`src/rtl/i2c_rf_pkg.sv`:
```
package i2c_rf_pkg;

  typedef enum logic [2:0] {
    ST_IDLE,
    ST_ADDR,
    ST_WORD,
    ST_WDATA,
    ST_RDATA
  } busState_t;

  typedef struct packed {
    logic shiftIn;
    logic loadPtr;
    logic writeMem;
    logic incPtr;
    logic loadTx;
    logic shiftTx;
    logic clrPtr;
  } dpStrobe_t;

endpackage

```
`src/rtl/i2c_rf_sync.sv`:
```
module i2c_rf_sync #(
  parameter int STAGES = 2
) (
  input  logic clk,
  input  logic rstN,
  input  logic sclIn,
  input  logic sdaIn,
  output logic sclS,
  output logic sdaS,
  output logic sclRise,
  output logic sclFall,
  output logic startDet,
  output logic stopDet
);
  localparam int LAST = STAGES - 1;

  logic [LAST:0] sclPipe, sdaPipe;
  logic sclD, sdaD;

  always_ff @(posedge clk) begin
    if (!rstN) begin
      sclPipe <= '1;
      sdaPipe <= '1;
      sclD    <= 1'b1;
      sdaD    <= 1'b1;
    end else begin
      sclPipe <= {sclPipe[LAST-1:0], sclIn};
      sdaPipe <= {sdaPipe[LAST-1:0], sdaIn};
      sclD    <= sclPipe[LAST];
      sdaD    <= sdaPipe[LAST];
    end
  end

  assign sclS     = sclPipe[LAST];
  assign sdaS     = sdaPipe[LAST];
  assign sclRise  = sclS & ~sclD;
  assign sclFall  = ~sclS & sclD;
  assign startDet = sclS & sclD & sdaD & ~sdaS;
  assign stopDet  = sclS & sclD & ~sdaD & sdaS;
endmodule

```
`src/rtl/i2c_rf_ctrl.sv`:
```
module i2c_rf_ctrl
  import i2c_rf_pkg::*;
#(
  parameter logic [6:0] TARGET_ADDR = 7'h68
) (
  input  logic       clk,
  input  logic       rstN,
  input  logic       powerFail,
  input  logic       sdaS,
  input  logic       sclRise,
  input  logic       sclFall,
  input  logic       startDet,
  input  logic       stopDet,
  input  logic [7:0] rxByte,
  output dpStrobe_t  strb,
  output logic       ackDrive,
  output logic       txEn
);
  busState_t state, stateN;
  logic [3:0] bitCnt, bitCntN;
  logic inAck, inAckN, rwBit, rwN, ackN, txN;

  always_comb begin
    stateN  = state;
    bitCntN = bitCnt;
    inAckN  = inAck;
    rwN     = rwBit;
    ackN    = ackDrive;
    txN     = txEn;
    strb    = '0;
    if (powerFail) begin
      stateN      = ST_IDLE;
      inAckN      = 1'b0;
      ackN        = 1'b0;
      txN         = 1'b0;
      strb.clrPtr = 1'b1;
    end else if (startDet) begin
      stateN  = ST_ADDR;
      bitCntN = '0;
      inAckN  = 1'b0;
      ackN    = 1'b0;
      txN     = 1'b0;
    end else if (stopDet) begin
      stateN = ST_IDLE;
      inAckN = 1'b0;
      ackN   = 1'b0;
      txN    = 1'b0;
    end else begin
      case (state)
        ST_ADDR, ST_WORD, ST_WDATA: begin
          if (!inAck) begin
            if (sclRise && bitCnt != 4'd8) begin
              strb.shiftIn = 1'b1;
              bitCntN      = bitCnt + 4'd1;
            end else if (sclFall && bitCnt == 4'd8) begin
              ackN   = 1'b1;
              inAckN = 1'b1;
              if (state == ST_ADDR) begin
                rwN = rxByte[0];
                if (rxByte[7:1] != TARGET_ADDR) begin
                  ackN   = 1'b0;
                  inAckN = 1'b0;
                  stateN = ST_IDLE;
                end
              end else if (state == ST_WORD) begin
                strb.loadPtr = 1'b1;
              end else begin
                strb.writeMem = 1'b1;
              end
            end
          end else if (sclFall) begin
            ackN    = 1'b0;
            inAckN  = 1'b0;
            bitCntN = '0;
            if (state == ST_ADDR) begin
              if (rwBit) begin
                stateN      = ST_RDATA;
                strb.loadTx = 1'b1;
                txN         = 1'b1;
              end else begin
                stateN = ST_WORD;
              end
            end else if (state == ST_WORD) begin
              stateN = ST_WDATA;
            end
          end
        end
        ST_RDATA: begin
          if (!inAck) begin
            if (sclFall) begin
              if (bitCnt == 4'd7) begin
                txN     = 1'b0;
                inAckN  = 1'b1;
                bitCntN = '0;
              end else begin
                strb.shiftTx = 1'b1;
                bitCntN      = bitCnt + 4'd1;
              end
            end
          end else if (sclRise) begin
            if (sdaS) begin
              stateN = ST_IDLE;
              inAckN = 1'b0;
            end else begin
              strb.incPtr = 1'b1;
            end
          end else if (sclFall) begin
            strb.loadTx = 1'b1;
            txN         = 1'b1;
            inAckN      = 1'b0;
          end
        end
        default: ;
      endcase
    end
  end

  always_ff @(posedge clk) begin
    if (!rstN) begin
      state    <= ST_IDLE;
      bitCnt   <= '0;
      inAck    <= 1'b0;
      rwBit    <= 1'b0;
      ackDrive <= 1'b0;
      txEn     <= 1'b0;
    end else begin
      state    <= stateN;
      bitCnt   <= bitCntN;
      inAck    <= inAckN;
      rwBit    <= rwN;
      ackDrive <= ackN;
      txEn     <= txN;
    end
  end
endmodule

```
`src/rtl/i2c_rf_data.sv`:
```
module i2c_rf_data
  import i2c_rf_pkg::*;
#(
  parameter int DEPTH = 64
) (
  input  logic                     clk,
  input  logic                     rstN,
  input  dpStrobe_t                strb,
  input  logic                     sdaS,
  output logic [7:0]               rxByte,
  output logic                     txBit,
  output logic [$clog2(DEPTH)-1:0] ptr
);
  localparam int PW = $clog2(DEPTH);

  logic [7:0] mem [DEPTH];
  logic [7:0] txShift;

  always_ff @(posedge clk) begin
    if (!rstN) begin
      ptr     <= '0;
      rxByte  <= '0;
      txShift <= '0;
      for (int i = 0; i < DEPTH; i++) mem[i] <= '0;
    end else begin
      if (strb.shiftIn) rxByte <= {rxByte[6:0], sdaS};
      if (strb.clrPtr) begin
        ptr <= '0;
      end else if (strb.loadPtr) begin
        ptr <= rxByte[PW-1:0];
      end else if (strb.writeMem) begin
        mem[ptr] <= rxByte;
        ptr      <= ptr + PW'(1);
      end else if (strb.incPtr) begin
        ptr <= ptr + PW'(1);
      end
      if (strb.loadTx) txShift <= mem[ptr];
      else if (strb.shiftTx) txShift <= {txShift[6:0], 1'b0};
    end
  end

  assign txBit = txShift[7];
endmodule

```
`src/rtl/i2c_regfile_target.sv`:
```
module i2c_regfile_target
  import i2c_rf_pkg::*;
#(
  parameter logic [6:0] TARGET_ADDR = 7'h68,
  parameter int         DEPTH       = 64,
  parameter int         SYNC_STAGES = 2
) (
  input  logic clk,
  input  logic rstN,
  input  logic powerFail,
  input  logic sclIn,
  input  logic sdaIn,
  output logic sdaDriveLow
);
  localparam int PTR_W = $clog2(DEPTH);

  logic sclS, sdaS, sclRise, sclFall, startDet, stopDet;
  logic ackDrive, txEn, txBit;
  logic [7:0] rxByte;
  logic [PTR_W-1:0] ptr;
  dpStrobe_t strb;

  i2c_rf_sync #(.STAGES(SYNC_STAGES)) u_sync (
    .clk(clk), .rstN(rstN), .sclIn(sclIn), .sdaIn(sdaIn),
    .sclS(sclS), .sdaS(sdaS), .sclRise(sclRise), .sclFall(sclFall),
    .startDet(startDet), .stopDet(stopDet)
  );

  i2c_rf_ctrl #(.TARGET_ADDR(TARGET_ADDR)) u_ctrl (
    .clk(clk), .rstN(rstN), .powerFail(powerFail), .sdaS(sdaS),
    .sclRise(sclRise), .sclFall(sclFall), .startDet(startDet),
    .stopDet(stopDet), .rxByte(rxByte), .strb(strb),
    .ackDrive(ackDrive), .txEn(txEn)
  );

  i2c_rf_data #(.DEPTH(DEPTH)) u_data (
    .clk(clk), .rstN(rstN), .strb(strb), .sdaS(sdaS),
    .rxByte(rxByte), .txBit(txBit), .ptr(ptr)
  );

  assign sdaDriveLow = ackDrive | (txEn & ~txBit);
endmodule

```
`config.mk`:
```
export PLATFORM = sky130hd
export DESIGN_NAME = i2c_regfile_target
export DESIGN_NICKNAME = d
export VERILOG_FILES = /design/src/rtl/i2c_rf_pkg.sv /design/src/rtl/i2c_rf_sync.sv /design/src/rtl/i2c_rf_ctrl.sv /design/src/rtl/i2c_rf_data.sv /design/src/rtl/i2c_regfile_target.sv
export SDC_FILE = /design/constraint.sdc
export NUM_CORES = 1
export LEC_CHECK = 0
export BUFFER_PORTS_ARGS = -buffer_cell sky130_fd_sc_hd__clkbuf_2
export CAP_MARGIN = 30
export CORE_ASPECT_RATIO = 2
export CORE_MARGIN = 5
export CORE_UTILIZATION = 35
export CTS_CLUSTER_DIAMETER = 150
export DETAILED_ROUTE_END_ITERATION = 12
export GPL_TIMING_DRIVEN = 0
export PLACE_DENSITY = 0.48
export REMOVE_ABC_BUFFERS = 1
export SLEW_MARGIN = 10
export SYNTH_ARGS = -nofsm -noshare
export SYNTH_HDL_FRONTEND = slang
export SYNTH_SLANG_ARGS = --single-unit
```
`constraint.sdc`:
```
create_clock -name clk -period 3.6 [get_ports clk]
set_clock_uncertainty 0.1 [all_clocks]
set_input_delay 0.72 -clock clk [delete_from_list [all_inputs] [get_ports clk]]
set_output_delay 0.72 -clock clk [all_outputs]
set_load 0.1 [all_outputs]
```
Yosys cells after proc, flatten, opt, wreduce, memory -nomap -nowiden. Memory sizes are Yosys's and may differ from the RTL's. A register that Yosys moved wholly into a read port is not among the register bits. Cells that the tools add are included.

Memories kept: 1. RAM bits: 512. Register bits after elaboration: 39. Output and inout bits: 1. Bits of input ports: 5.

Bitwise gates (word level): 20. Multiplexer cells: 92. Add/sub/neg operators: 2. Equality and inequality tests: 41. Reduce and logical (&&, ||, !) cells: 19.

Memory list: u_data.mem (words 64, bits a word 8, read ports 1, clocked after memory_dff 1, wr ports 64, RTL line i2c_rf_data.sv:16) `logic [7:0] mem [DEPTH];`.

Operators by type and width (number): $mux 6 (9); $mux 1 (49); $mux 3 (14); $mux 4 (8); $mux 8 (3); $ne 3x1->1 const B (7); $ne 5x3->1 const B (4); $reduce_and 10->1 (2); $ne 2x1->1 const B (8); $ne 4x3->1 const B (3); $not 1->1 (11); $ne 5x4->1 const B (2); $ne 3x2->1 const B (3); $reduce_and 9->1 (1); $and 1x1->1 (8); $mux 2 (4); $ne 4x4->1 const B (2); $pmux 4 s2 (1); $reduce_and 8->1 (1); $reduce_or 8->1 (1); $ne 7x7->1 const B (1); $reduce_and 7->1 (1); $add 6x1->6 const B (1); $eq 3x2->1 const B (2); 19 further kinds (28).

Depth between registers and ports, before layout.
Depth after elaboration: 17. Gate-level depth with buffers: 10. Depth with buffers taken out: 8.

By module. From an unflattened synthesis, not the netlist that was laid out.

Cell total of the unflattened synthesis: 1809. Area total of the unflattened synthesis: 26026.2 sq um.

Modules (own cells, without submodules): i2c_rf_data (times used 1, area each 24891.4 sq um, cells each 1666); i2c_rf_ctrl (times used 1, area each 933.4 sq um, cells each 125); i2c_rf_sync (times used 1, area each 190.2 sq um, cells each 16); i2c_regfile_target (times used 1, area each 11.3 sq um, cells each 2).

Least setup slack after synthesis. Ideal clock, no wire load.

Kind: input-to-reg. Start point: in powerFail. End point: mem u_data.mem[17][0], enable pin. Data required time: 3116 ps. Setup slack: -75 ps. Data arrival time: 3191 ps. Cell stages on the path: 9. Path buffers: 4. Library setup time: 384 ps. Cell sequence: buf_6 > nand2b_4 > buf_6 > or4b_1 > or3_1 > or3_1 > buf_4 > buf_6 > o21ai_0.

RTL lines: from (decl) (RTL line i2c_regfile_target.sv:10) `input logic powerFail,`; to (decl) (RTL line i2c_rf_data.sv:16).

==> impl_metrics.prom <==
# TYPE chip_impl_metric gauge
chip_impl_metric{name="die_area",unit="mm²"} 0.0801
chip_impl_metric{name="synth_largest_type_area_fraction",unit=""} 0.592
chip_impl_metric{name="power.sequential.fraction",unit=""} 0.564
chip_impl_metric{name="fin_nets",unit=""} 1732
chip_impl_metric{name="netSwitchingFraction",unit=""} 0.210
chip_impl_metric{name="worst_supply_voltage_drop_on_vdd",unit="mV"} 0.290
chip_impl_metric{name="cts_max_path_buffers",unit=""} 3
chip_impl_info{name="synth.top_cells.by_area",value="sky130_fd_sc_hd__edfxtp_1 (59%), sky130_fd_sc_hd__mux4_2 (13%), sky130_fd_sc_hd__and2_1 (12%)"} 1
chip_impl_metric{name="global_route_usage_sum",unit=""} 0.171
chip_impl_info{name="nature_of_the_critical_path_startpoint",value="input pin"} 1
chip_impl_metric{name="place_inst",unit=""} 2599
chip_impl_info{name="clock-root-buffer",value="sky130_fd_sc_hd__clkbuf_16"} 1
chip_impl_metric{name="vias_per_cell",unit=""} 5.20
chip_impl_metric{name="clock.fmax",unit="MHz"} 273
chip_impl_metric{name="timing.slew.headroom",unit=""} 0.359
chip_impl_metric{name="syn-mean-instance-area",unit="µm²"} 14.7
chip_impl_metric{name="net-switching-power",unit="W"} 0.00275
chip_impl_metric{name="hold_slack",unit="ns"} 0.223
chip_impl_metric{name="start_util",unit=""} 0.352
chip_impl_metric{name="path_clk_slew",unit="ns"} 0.07
chip_impl_metric{name="cp.required",unit="ns"} 3.70
chip_impl_metric{name="grt_start_max_net_pins",unit=""} 69
chip_impl_metric{name="timing.max_cap.violations",unit=""} 0
chip_impl_metric{name="dpl.hpwl",unit="µm"} 45900
chip_impl_metric{name="totalNegativeSetupSlack",unit="ns"} -0.547
chip_impl_metric{name="antenna_found_initial",unit=""} 2
chip_impl_metric{name="detailroute.via_count",unit=""} 14000
chip_impl_metric{name="p_leak",unit="nW"} 9.28
chip_impl_metric{name="port_buf_inserts",unit=""} 5
chip_impl_metric{name="synthesis.area",unit="mm²"} 0.0260
chip_impl_metric{name="cellInternalPower",unit="W"} 0.0103
chip_impl_metric{name="layout_worst_path_cycle_share",unit=""} 1.02
chip_impl_info{name="hold_path_class",value="in -> reg"} 1
chip_impl_info{name="commonest_cells_after_routing_fill_and_taps_aside",value="sky130_fd_sc_hd__and2_1 (515), sky130_fd_sc_hd__edfxtp_1 (512), sky130_fd_sc_hd__mux4_2 (154)"} 1
chip_impl_metric{name="worstMarginPinSlew",unit="ns"} 0.955
chip_impl_metric{name="area_growth_syn_to_layout",unit="%"} 11.1
chip_impl_metric{name="cts_made_buffers",unit=""} 49
chip_impl_metric{name="cp_num_buf_inv",unit=""} 1
chip_impl_metric{name="post_route_cells_drive_above_1_share",unit=""} 0.206
chip_impl_metric{name="drtPass1Iterations",unit=""} 5
chip_impl_metric{name="grt_first_pass_wirelength",unit="µm"} 103000
chip_impl_metric{name="final_hold_viol_count",unit=""} 0
chip_impl_metric{name="finalCriticalPeriod",unit="ns"} 3.67
chip_impl_metric{name="p_comb_frac",unit=""} 0.031
chip_impl_metric{name="clkSinkCount",unit=""} 557
chip_impl_info{name="worst_path_dominant_cell_family",value="simple AND/OR/NAND/NOR gates"} 1
chip_impl_metric{name="power-per-cell-area",unit="mW/mm²"} 454
chip_impl_metric{name="fp.coreArea",unit="mm²"} 0.0737
chip_impl_info{name="setup.worst_path.class",value="in -> reg"} 1
chip_impl_info{name="synth_top_cell_by_area",value="sky130_fd_sc_hd__edfxtp_1"} 1
chip_impl_metric{name="number_of_global_route_vias_before_repair",unit=""} 15000
chip_impl_metric{name="layout.cells.non_filler",unit=""} 2693
chip_impl_info{name="timing.critical_path.slowest_stage_cell",value="sky130_fd_sc_hd__o21ai_1"} 1
chip_impl_info{name="tritoncts_clock_tree",value="yes"} 1
chip_impl_metric{name="drtIter0Drc",unit=""} 905
chip_impl_info{name="critical_path.most_common_cell",value="sky130_fd_sc_hd__or2_1"} 1
chip_impl_metric{name="yosysSeqAreaShare",unit=""} 0.627
chip_impl_metric{name="yosys_register_bits",unit=""} 557
chip_impl_metric{name="path_max_fanout",unit=""} 36
chip_impl_metric{name="synth_cells",unit=""} 1763
chip_impl_metric{name="dieWidth",unit="µm"} 203
chip_impl_metric{name="worst_path_largest_cell_delay",unit="ns"} 0.91
chip_impl_metric{name="placementRows",unit=""} 141
chip_impl_info{name="failing_checks",value="negative setup slack"} 1
chip_impl_metric{name="gp_congestion",unit=""} 0.786
chip_impl_info{name="unrepaired_setup_endpoints_after_global_routing",value="true"} 1
chip_impl_metric{name="antennaDiodeCount",unit=""} 0
chip_impl_metric{name="pwr-share-clk",unit=""} 0.404
chip_impl_metric{name="wirelength",unit="µm"} 68500
chip_impl_metric{name="worstPathArrival",unit="ns"} 3.77
chip_impl_info{name="outcome",value="complete, but fails checks"} 1
chip_impl_metric{name="cts_max_level",unit=""} 2
chip_impl_metric{name="ys_warn_count",unit=""} 0
chip_impl_metric{name="synth_cell_types",unit=""} 57
chip_impl_metric{name="die_height",unit="µm"} 395
chip_impl_metric{name="number_of_flops_mapped_to_enable_cells_by_yosys",unit=""} 512
chip_impl_metric{name="minimum_setup_slack_in_the_final_design",unit="ns"} -0.0685
chip_impl_info{name="synthFlopType",value="sky130_fd_sc_hd__edfxtp_1"} 1
chip_impl_metric{name="wire_per_inst",unit="µm"} 25.4
chip_impl_metric{name="final_max_slew_viol_count",unit=""} 0
chip_impl_metric{name="io_pins",unit=""} 6
chip_impl_info{name="layout.cells.most_common",value="sky130_fd_sc_hd__and2_1"} 1
chip_impl_metric{name="drt_drc_violations_left",unit=""} 0
chip_impl_info{name="critical_path.endpoint_type",value="flip-flop"} 1
chip_impl_metric{name="async_reset_ff_frac",unit=""} 0
chip_impl_metric{name="finalSetupViolations",unit=""} 15
chip_impl_metric{name="clock_insertion_delay_worst_skew",unit="ns"} 0.59
chip_impl_metric{name="postRouteAntennaNets",unit=""} 0
chip_impl_metric{name="globalRouteOverflowTotal",unit=""} 0
chip_impl_info{name="timing.critical_path.cells",value="clkbuf_4, nand2b_4, or4b_1, or2_1, or2_1, o21ai_1"} 1
==> cells in the mapped netlist (5+ instances only) <==
cell type	instances
sky130_fd_sc_hd__nand3b_1	11
sky130_fd_sc_hd__buf_1	9
sky130_fd_sc_hd__clkbuf_1	111
sky130_fd_sc_hd__a21oi_1	12
sky130_fd_sc_hd__xnor2_1	5
sky130_fd_sc_hd__a211oi_1	16
sky130_fd_sc_hd__dfxtp_1	45
sky130_fd_sc_hd__edfxtp_1	512
sky130_fd_sc_hd__o21ai_0	74
sky130_fd_sc_hd__nor2_4	6
sky130_fd_sc_hd__nor2b_1	18
sky130_fd_sc_hd__mux2i_1	29
sky130_fd_sc_hd__buf_2	22
sky130_fd_sc_hd__nand3_1	9
sky130_fd_sc_hd__and2_1	515
sky130_fd_sc_hd__nor2_1	73
sky130_fd_sc_hd__mux4_2	154
sky130_fd_sc_hd__or3_1	6
sky130_fd_sc_hd__mux2_2	5
sky130_fd_sc_hd__nand2b_1	13
sky130_fd_sc_hd__nand2_1	21
sky130_fd_sc_hd__nor2_2	18
sky130_fd_sc_hd__inv_1	7
sky130_fd_sc_hd__nor3_1	9
==> flip-flops by register name, summed over array words and instances, names as in the netlist, named ones only <==
register	flops
u_ctrl.ackDrive	1
u_ctrl.bitCnt	4
u_ctrl.inAck	1
u_ctrl.rwBit	1
u_ctrl.state	3
u_ctrl.txEn	1
u_data.mem	512
u_data.ptr	6
u_data.rxByte	8
u_data.txShift	8
u_sync.sclD	1
u_sync.sclPipe	2
u_sync.sdaD	1
u_sync.sdaPipe	2
==> through the flow <==
step	setup WS [ns]	util	area [µm²]	total power, W
global placement	-5.73	0.360	26500	0.00792
detailed placement	-0.867	0.368	27100	0.00795
CTS	0.000161	0.390	28800	0.0133
finish	-0.0685	0.391	28800	0.0131
floorplan	-2.50	-	25300	0.00773
global route	-0.107	0.391	28800	0.0135
==> worst reg2reg max path, cell delays in order (launching register included) <==
cell and delay, ns:
sky130_fd_sc_hd__dfxtp_1 0.35, sky130_fd_sc_hd__inv_1 0.07, sky130_fd_sc_hd__ha_1 0.15, sky130_fd_sc_hd__nand3b_1 0.18
sky130_fd_sc_hd__or4b_1 0.60, sky130_fd_sc_hd__or2_1 0.28, sky130_fd_sc_hd__or2_1 0.59, sky130_fd_sc_hd__o21ai_1 0.91
==> worst paths after layout <==
path         cells after the start              start  slack, ns                 to
max                              6               rstN      -0.07   u_data.mem[6][2]
max reg2reg                      7   u_ctrl.bitCnt[0]      -0.03   u_data.mem[6][2]
min                              2              sdaIn       0.22  u_sync.sdaPipe[0]
min reg2reg                      1  u_sync.sdaPipe[0]       0.31  u_sync.sdaPipe[1]
==> per-layer routing <==
metal | GRT usage | routed length [µm] | up-vias
li1 | - | - | 6440
met1 | 0.189 | 25100 | 7244
met2 | 0.336 | 39000 | 219
met3 | 0.0139 | 1440 | 111
met4 | 0.0665 | 2920 | 0
met5 | 0 | 0 | -
==> power by group through the flow <==
| stage | registers, W | logic, W | clock network (W) |
|---|---|---|---|
| floorplan | 0.00750 | 0.000231 | 0 |
| global route | 0.00741 | 0.000432 | 0.00567 |
| finish | 0.00739 | 0.000408 | 0.00529 |
| global placement | 0.00753 | 0.000385 | 0 |
| detailed placement | 0.00754 | 0.000413 | 0 |
| CTS | 0.00739 | 0.000418 | 0.00545 |
==> final cells by class <==
class,instances,area (µm²)
Clock buffer,67,1370
Timing Repair Buffer,58,603
Multi-Input combinational cell,1051,9180
Inverter,7,26.3
Sequential cell,557,16300
Clock inverter,24,191
Fill cell,6845,44900
Tap cell,929,1160
==> cells by family (layout without fill, tap and decap cells) <==
family	after synthesis	after routing	synth area share
fa+ha+maj	3	3	0.00145
compound gates	130	130	0.0300
flops	557	557	0.627
simple gates	723	723	0.168
mux	188	188	0.147
buf+inv	155	156	0.0249
xor+xnor	7	7	0.00236
==> what timing repair did <==
| item | CTS | global route |
|---|---|---|
| setup endpoints to repair | 299 | 151 |
| buffers inserted | 2 | 1 |
| resized for setup | 35 | 19 |
| hold buffers | 0 | 0 |
Note: power is estimated with default switching activity, not from simulation.
